<file path="src/rtl/pcu_pkg.sv">
package pcu_pkg;

  typedef enum logic [2:0] {
    PCU_OFF   = 3'b000,
    PCU_ONCE  = 3'b100,
    PCU_TRAIN = 3'b101
  } pcu_mode_e;

  // field positions inside the control word
  localparam int unsigned CTL_MODE_LSB = 0;
  localparam int unsigned CTL_SEL_LSB  = 3;

  function automatic logic is_pulse_mode(input logic [2:0] code);
    return (code == PCU_ONCE) || (code == PCU_TRAIN);
  endfunction

  function automatic logic is_single_mode(input logic [2:0] code);
    return code == PCU_ONCE;
  endfunction

endpackage

</file>
<file path="src/rtl/pcu_timebase.sv">
module pcu_timebase #(
  parameter int CNT_W = 16
) (
  input  logic             clk,
  input  logic             rst_n,
  input  logic             run,
  input  logic [CNT_W-1:0] period,
  output logic [CNT_W-1:0] count
);

  localparam logic [CNT_W-1:0] ONE = {{(CNT_W-1){1'b0}}, 1'b1};

  function automatic logic [CNT_W-1:0] advance(input logic [CNT_W-1:0] cur,
                                               input logic [CNT_W-1:0] lim);
    return (cur == lim) ? '0 : cur + ONE;
  endfunction

  always_ff @(posedge clk) begin
    if (!rst_n)   count <= '0;
    else if (run) count <= advance(count, period);
  end

endmodule

</file>
<file path="src/rtl/pcu_regs.sv">
module pcu_regs
  import pcu_pkg::*;
#(
  parameter int CNT_W  = 16,
  parameter int NUM_TB = 2,
  parameter int ADDR_W = 3,
  parameter int SEL_W  = 1
) (
  input  logic                          clk,
  input  logic                          rst_n,
  input  logic                          wr_en,
  input  logic [ADDR_W-1:0]             wr_addr,
  input  logic [CNT_W-1:0]              wr_data,
  output logic [2:0]                    mode_q,
  output logic [SEL_W-1:0]              sel_q,
  output logic [CNT_W-1:0]              pri_q,
  output logic [CNT_W-1:0]              sec_q,
  output logic [NUM_TB-1:0][CNT_W-1:0]  per_q,
  output logic [NUM_TB-1:0]             run_q,
  output logic                          arm_wr,
  output logic                          flag_clr
);

  localparam int A_CTRL = 0;
  localparam int A_PRI  = 1;
  localparam int A_SEC  = 2;
  localparam int A_PER0 = 3;
  localparam int A_RUN  = A_PER0 + NUM_TB;
  localparam int A_CLR  = A_RUN + 1;

  function automatic logic hit(input logic en, input logic [ADDR_W-1:0] a, input int target);
    return en && (a == ADDR_W'(target));
  endfunction

  assign arm_wr   = hit(wr_en, wr_addr, A_CTRL);
  assign flag_clr = hit(wr_en, wr_addr, A_CLR) && wr_data[0];

  always_ff @(posedge clk) begin
    if (!rst_n) begin
      mode_q <= PCU_OFF;
      sel_q  <= '0;
      pri_q  <= '0;
      sec_q  <= '0;
      run_q  <= '0;
    end else begin
      if (arm_wr) begin
        mode_q <= wr_data[CTL_MODE_LSB +: 3];
        sel_q  <= wr_data[CTL_SEL_LSB +: SEL_W];
      end
      if (hit(wr_en, wr_addr, A_PRI)) pri_q <= wr_data;
      if (hit(wr_en, wr_addr, A_SEC)) sec_q <= wr_data;
      if (hit(wr_en, wr_addr, A_RUN)) run_q <= wr_data[NUM_TB-1:0];
    end
  end

  for (genvar t = 0; t < NUM_TB; t++) begin : g_per
    always_ff @(posedge clk) begin
      if (!rst_n)                          per_q[t] <= '1;
      else if (hit(wr_en, wr_addr, A_PER0 + t)) per_q[t] <= wr_data;
    end
  end

endmodule

</file>
<file path="src/rtl/pcu_edge_fsm.sv">
module pcu_edge_fsm
  import pcu_pkg::*;
#(
  parameter int CNT_W = 16
) (
  input  logic             clk,
  input  logic             rst_n,
  input  logic [2:0]       mode,
  input  logic [CNT_W-1:0] cnt,
  input  logic             cnt_run,
  input  logic [CNT_W-1:0] pri,
  input  logic [CNT_W-1:0] sec,
  input  logic             arm_wr,
  input  logic             flag_clr,
  output logic             pulse,
  output logic             flag,
  output logic             spent,
  output logic             rise_ev,
  output logic             fall_ev
);

  logic live;

  assign live    = is_pulse_mode(mode) && !(is_single_mode(mode) && spent)
                   && cnt_run && !arm_wr;
  assign rise_ev = live && (cnt == pri);
  assign fall_ev = live && (cnt == sec);

  always_ff @(posedge clk) begin
    if (!rst_n) begin
      pulse <= 1'b0;
      spent <= 1'b0;
    end else if (arm_wr) begin
      pulse <= 1'b0;
      spent <= 1'b0;
    end else if (!is_pulse_mode(mode)) begin
      pulse <= 1'b0;
    end else if (fall_ev) begin
      pulse <= 1'b0;
      spent <= is_single_mode(mode);
    end else if (rise_ev) begin
      pulse <= 1'b1;
    end
  end

  always_ff @(posedge clk) begin
    if (!rst_n)        flag <= 1'b0;
    else if (fall_ev)  flag <= 1'b1;
    else if (flag_clr) flag <= 1'b0;
  end

endmodule

</file>
<file path="src/rtl/pulse_cmp_unit.sv">
module pulse_cmp_unit
  import pcu_pkg::*;
#(
  parameter int CNT_W  = 16,
  parameter int NUM_TB = 2,
  parameter int ADDR_W = 3
) (
  input  logic              clk,
  input  logic              rst_n,
  input  logic              wr_en,
  input  logic [ADDR_W-1:0] wr_addr,
  input  logic [CNT_W-1:0]  wr_data,
  output logic              pulse_o,
  output logic              irq_flag_o
);

  localparam int SEL_W = (NUM_TB > 1) ? $clog2(NUM_TB) : 1;

  logic [2:0]                   mode_q;
  logic [SEL_W-1:0]             sel_q;
  logic [CNT_W-1:0]             pri_q;
  logic [CNT_W-1:0]             sec_q;
  logic [NUM_TB-1:0][CNT_W-1:0] per_q;
  logic [NUM_TB-1:0][CNT_W-1:0] cnt_all;
  logic [NUM_TB-1:0]            run_q;
  logic                         arm_wr;
  logic                         flag_clr;
  logic [CNT_W-1:0]             cnt_sel;
  logic                         run_sel;
  logic                         rise_ev;
  logic                         fall_ev;
  logic                         spent;

  pcu_regs #(
    .CNT_W(CNT_W), .NUM_TB(NUM_TB), .ADDR_W(ADDR_W), .SEL_W(SEL_W)
  ) u_regs (
    .clk(clk), .rst_n(rst_n), .wr_en(wr_en), .wr_addr(wr_addr), .wr_data(wr_data),
    .mode_q(mode_q), .sel_q(sel_q), .pri_q(pri_q), .sec_q(sec_q),
    .per_q(per_q), .run_q(run_q), .arm_wr(arm_wr), .flag_clr(flag_clr)
  );

  for (genvar t = 0; t < NUM_TB; t++) begin : g_tb
    pcu_timebase #(.CNT_W(CNT_W)) u_tb (
      .clk(clk), .rst_n(rst_n), .run(run_q[t]), .period(per_q[t]), .count(cnt_all[t])
    );
  end

  assign cnt_sel = cnt_all[sel_q];
  assign run_sel = run_q[sel_q];

  pcu_edge_fsm #(.CNT_W(CNT_W)) u_fsm (
    .clk(clk), .rst_n(rst_n), .mode(mode_q), .cnt(cnt_sel), .cnt_run(run_sel),
    .pri(pri_q), .sec(sec_q), .arm_wr(arm_wr), .flag_clr(flag_clr),
    .pulse(pulse_o), .flag(irq_flag_o), .spent(spent),
    .rise_ev(rise_ev), .fall_ev(fall_ev)
  );

endmodule

</file>
<file path="config.mk">
export PLATFORM = sky130hd
export DESIGN_NAME = pulse_cmp_unit
export DESIGN_NICKNAME = d
export VERILOG_FILES = /design/src/rtl/pcu_pkg.sv /design/src/rtl/pcu_timebase.sv /design/src/rtl/pcu_regs.sv /design/src/rtl/pcu_edge_fsm.sv /design/src/rtl/pulse_cmp_unit.sv
export SDC_FILE = /design/constraint.sdc
export NUM_CORES = 1
export LEC_CHECK = 0
export BUFFER_PORTS_ARGS = -buffer_cell sky130_fd_sc_hd__buf_2
export CAP_MARGIN = 20
export CORE_ASPECT_RATIO = 1.75
export CORE_UTILIZATION = 30
export CTS_CLUSTER_SIZE = 12
export DETAILED_ROUTE_END_ITERATION = 10
export GPL_TIMING_DRIVEN = 0
export PLACE_DENSITY_LB_ADDON = 0.1
export SKIP_LAST_GASP = 1
export SYNTH_ARGS = -nofsm -noshare
export SYNTH_HDL_FRONTEND = slang
export SYNTH_SLANG_ARGS = --single-unit
</file>
<file path="constraint.sdc">
create_clock -name clk -period 2.4 [get_ports clk]
set_input_delay 0.12 -clock clk [delete_from_list [all_inputs] [get_ports clk]]
set_output_delay 0.12 -clock clk [all_outputs]
set_load 0.02 [all_outputs]
</file>
==> metrics.txt <==
Crit Path Max Fanout=10; CTS max path bufs=2; r2r startpoint=u_regs.sel_q; # Post-CTS Setup Buffers=0; Setup TNS=0 ps; Hold Buf Count CTS=0; Layout Cells excl Fill=814; type of the worst min-delay path=in -> reg; most common cell after layout, fill and taps aside=nand2_1; PwrDens=650 nW/um2; DPL Wire Length=11400 um; Worst-Skew Late Latency=350 ps; Placement Setup Slack=90.6 ps; post-layout minimum cycle time=2250 ps; Syn Inst Count=587; post-DR wirelength/cell=18.0 um; DR vias/cell=4.87; fraction of layout cells with a size suffix above 1=7.36%; first-pass GRT wire length=22500 um; Residual DRC=0; synthesized area per cell=8.38 um2; gr usage total=18.4%; initial antenna violation count=0; vias in the first global route=3954; kind of cell adding the most delay to the critical path=simple AND/OR/NAND/NOR gates; crit path DAT=2500 ps; run status=finished clean; Placed Area=5270 um2; Routed WL=14700 um; max incr delay on CP=390 ps; area grow syn2layout=13.8%; Setup WS post-layout=152 ps; final worst path period share=93.7%; # H-tree levels=3; Final Skew=7.60 ps; Placeable Area=16000 um2; vias post-DR=3962; top-area cell type share of the netlist area=42.7%; Synth Net Count=611; Yosys cell types=31; leakage power=0.00199 uW; # rows=61; Critical Path Source=u_regs.sel_q; final hold violations=0; CP Buf/Inv Count=2; Cell Area, Synth=4920 um2; Worst path slowest cell=mux2i_2; Setup Viol. Count Final=0; CTS tree=done; drt first-iter violations=149; peak supply drop=0.310 mV; dpl cells=798; die height=171 um; Syn. warnings=0; Initial Util=30.8%; I/O Buffers=22; Min-Delay Startpoint=wr_data[4]; Worst EP required=2650 ps; Tightest Pin Transition=804 ps; Clock Root Buffer=clkbuf_16; cell taking the most area after synthesis=dfxtp_1; Die Width=98.8 um; most frequent cells in the layout=nand2_1 (140), dfxtp_1 (105), xor2_1 (59), nand3_1 (50), nor2_1 (37); Antenna diodes=0; Inserted Clock Buffers=9; hold slack=63.4 ps; total grt overflow=0; fin nets=644; max-slew violation count=0; PostCTS Resize Cnt=0; Rel. slew slack=46.3%; finished layout cell area=5600 um2; Sink Count=105; crit path cell chain=buf_6, buf_6, mux2i_2, xnor2_1, nor4_1, nand3_1, o31a_1, o21a_1; ranking of synthesized cells by area=dfxtp_1 (43%), nand2_1 (11%), xor2_1 (11%); largest net degree at the start of global routing=17; Max-Cap Viols=0; endpoint class of the critical path=flip-flop; Reg clk slew, reported paths=70 ps; Setup crit start kind=flip-flop; Setup CP Type=reg -> reg; cell mode on critical path=buf_6; Ports=24; Pre-antenna DRT Iters=4; sequential element share of the synthesized area=42.7%; Max Clk Rate=445 MHz; RSZ-0062 raised after global routing=false; area of the die=16900 um2; Routability Congestion=0.780; Routed Antenna Nets=0; #FFs+latches synth=105
-- worst reg2reg max path: cells and delay by family, from the launching register on --
family / cells / cell delay, ps
multiplexers: 1 / 400
AND/OR/NAND/NOR: 2 / 580
XOR/XNOR: 1 / 110
buffers and inverters: 2 / 370
AO/OA/AOI/OAI: 2 / 360
flip-flops: 1 / 320
-- logic make-up (layout without fill, tap and decap cells) --
logic type / count (synthesis) / count (layout) / share of synthesized area (%)
simple gates: 283 / 283 / 25.8
flops: 105 / 105 / 42.7
xor+xnor: 92 / 92 / 16.4
compound gates: 45 / 45 / 6.59
buf+inv: 36 / 74 / 3.15
mux: 24 / 24 / 4.88
fa+ha+maj: 2 / 2 / 0.509
-- path summary, 6_finish.rpt --
path	to	slack, ps	cells after the start
setup reg to reg	u_fsm.spent	150	8
hold reg to reg	u_fsm.spent	470	1
setup / recovery	u_fsm.spent	150	8
hold / removal	u_regs.per_q[4]	60	3
-- layer usage --
| metal | part of all wire [%] | wire [um] | global-route usage (%) |
|---|---|---|---|
| met5 | 0 | 0 | 0 |
| met1 | 40 | 5800 | 19.1 |
| met2 | 56 | 8150 | 35.3 |
| met4 | 2.9 | 427 | 9.73 |
| met3 | 1.8 | 271 | 2.40 |
-- metrics by stage --
stage	power, uW	utilization (%)
2_1_floorplan	1960	-
4_1_cts	3680	35.0
3_5_place_dp	2070	33.0
3_3_place_gp	2060	33.0
6_report	3640	35.1
5_1_grt	3780	35.1
-- synthesized netlist by cell type (all sizes together) --
| library cell | instances |
|---|---|
| a2111o | 1 |
| a21boi | 32 |
| a21oi | 4 |
| a41oi | 1 |
| and2 | 2 |
| and3 | 6 |
| buf | 6 |
| clkbuf | 26 |
| dfxtp | 105 |
| ha | 2 |
| inv | 4 |
| mux2i | 24 |
| nand2 | 140 |
| nand2b | 1 |
| nand3 | 50 |
| nand4 | 11 |
| nor2 | 37 |
| nor2b | 10 |
| nor3 | 9 |
| nor3b | 2 |
| nor4 | 11 |
| nor4b | 2 |
| o21a | 2 |
| o21ai | 4 |
| o31a | 1 |
| or3 | 2 |
| xnor2 | 33 |
| xor2 | 59 |
-- sequential cells by signal (all words and copies together) (netlist names) --
register / cells
u_regs.sel_q: 1
u_fsm.spent: 1
u_regs.per_q: 32
u_regs.sec_q: 16
g_tb.u_tb.count: 32
u_fsm.pulse: 1
u_regs.run_q: 2
u_fsm.flag: 1
u_regs.pri_q: 16
u_regs.mode_q: 3
-- area by class of cell --
class / instances / area [um2]
buffer: 32 / 140
clock buffer: 12 / 246
multi-input combinational: 446 / 2670
tap: 189 / 236
fill: 1663 / 10400
timing repair buffer: 22 / 110
clock inverter: 4 / 76.3
inverter: 4 / 15.0
sequential: 105 / 2100
-- power breakdown --
part           internal [uW]  total, uW  switching, uW
combinational           79.5        222            143
sequential              1770       1800           24.3
clock                    947       1620            673
total                   2800       3640            840
Power figures use the tool's default switching activity.
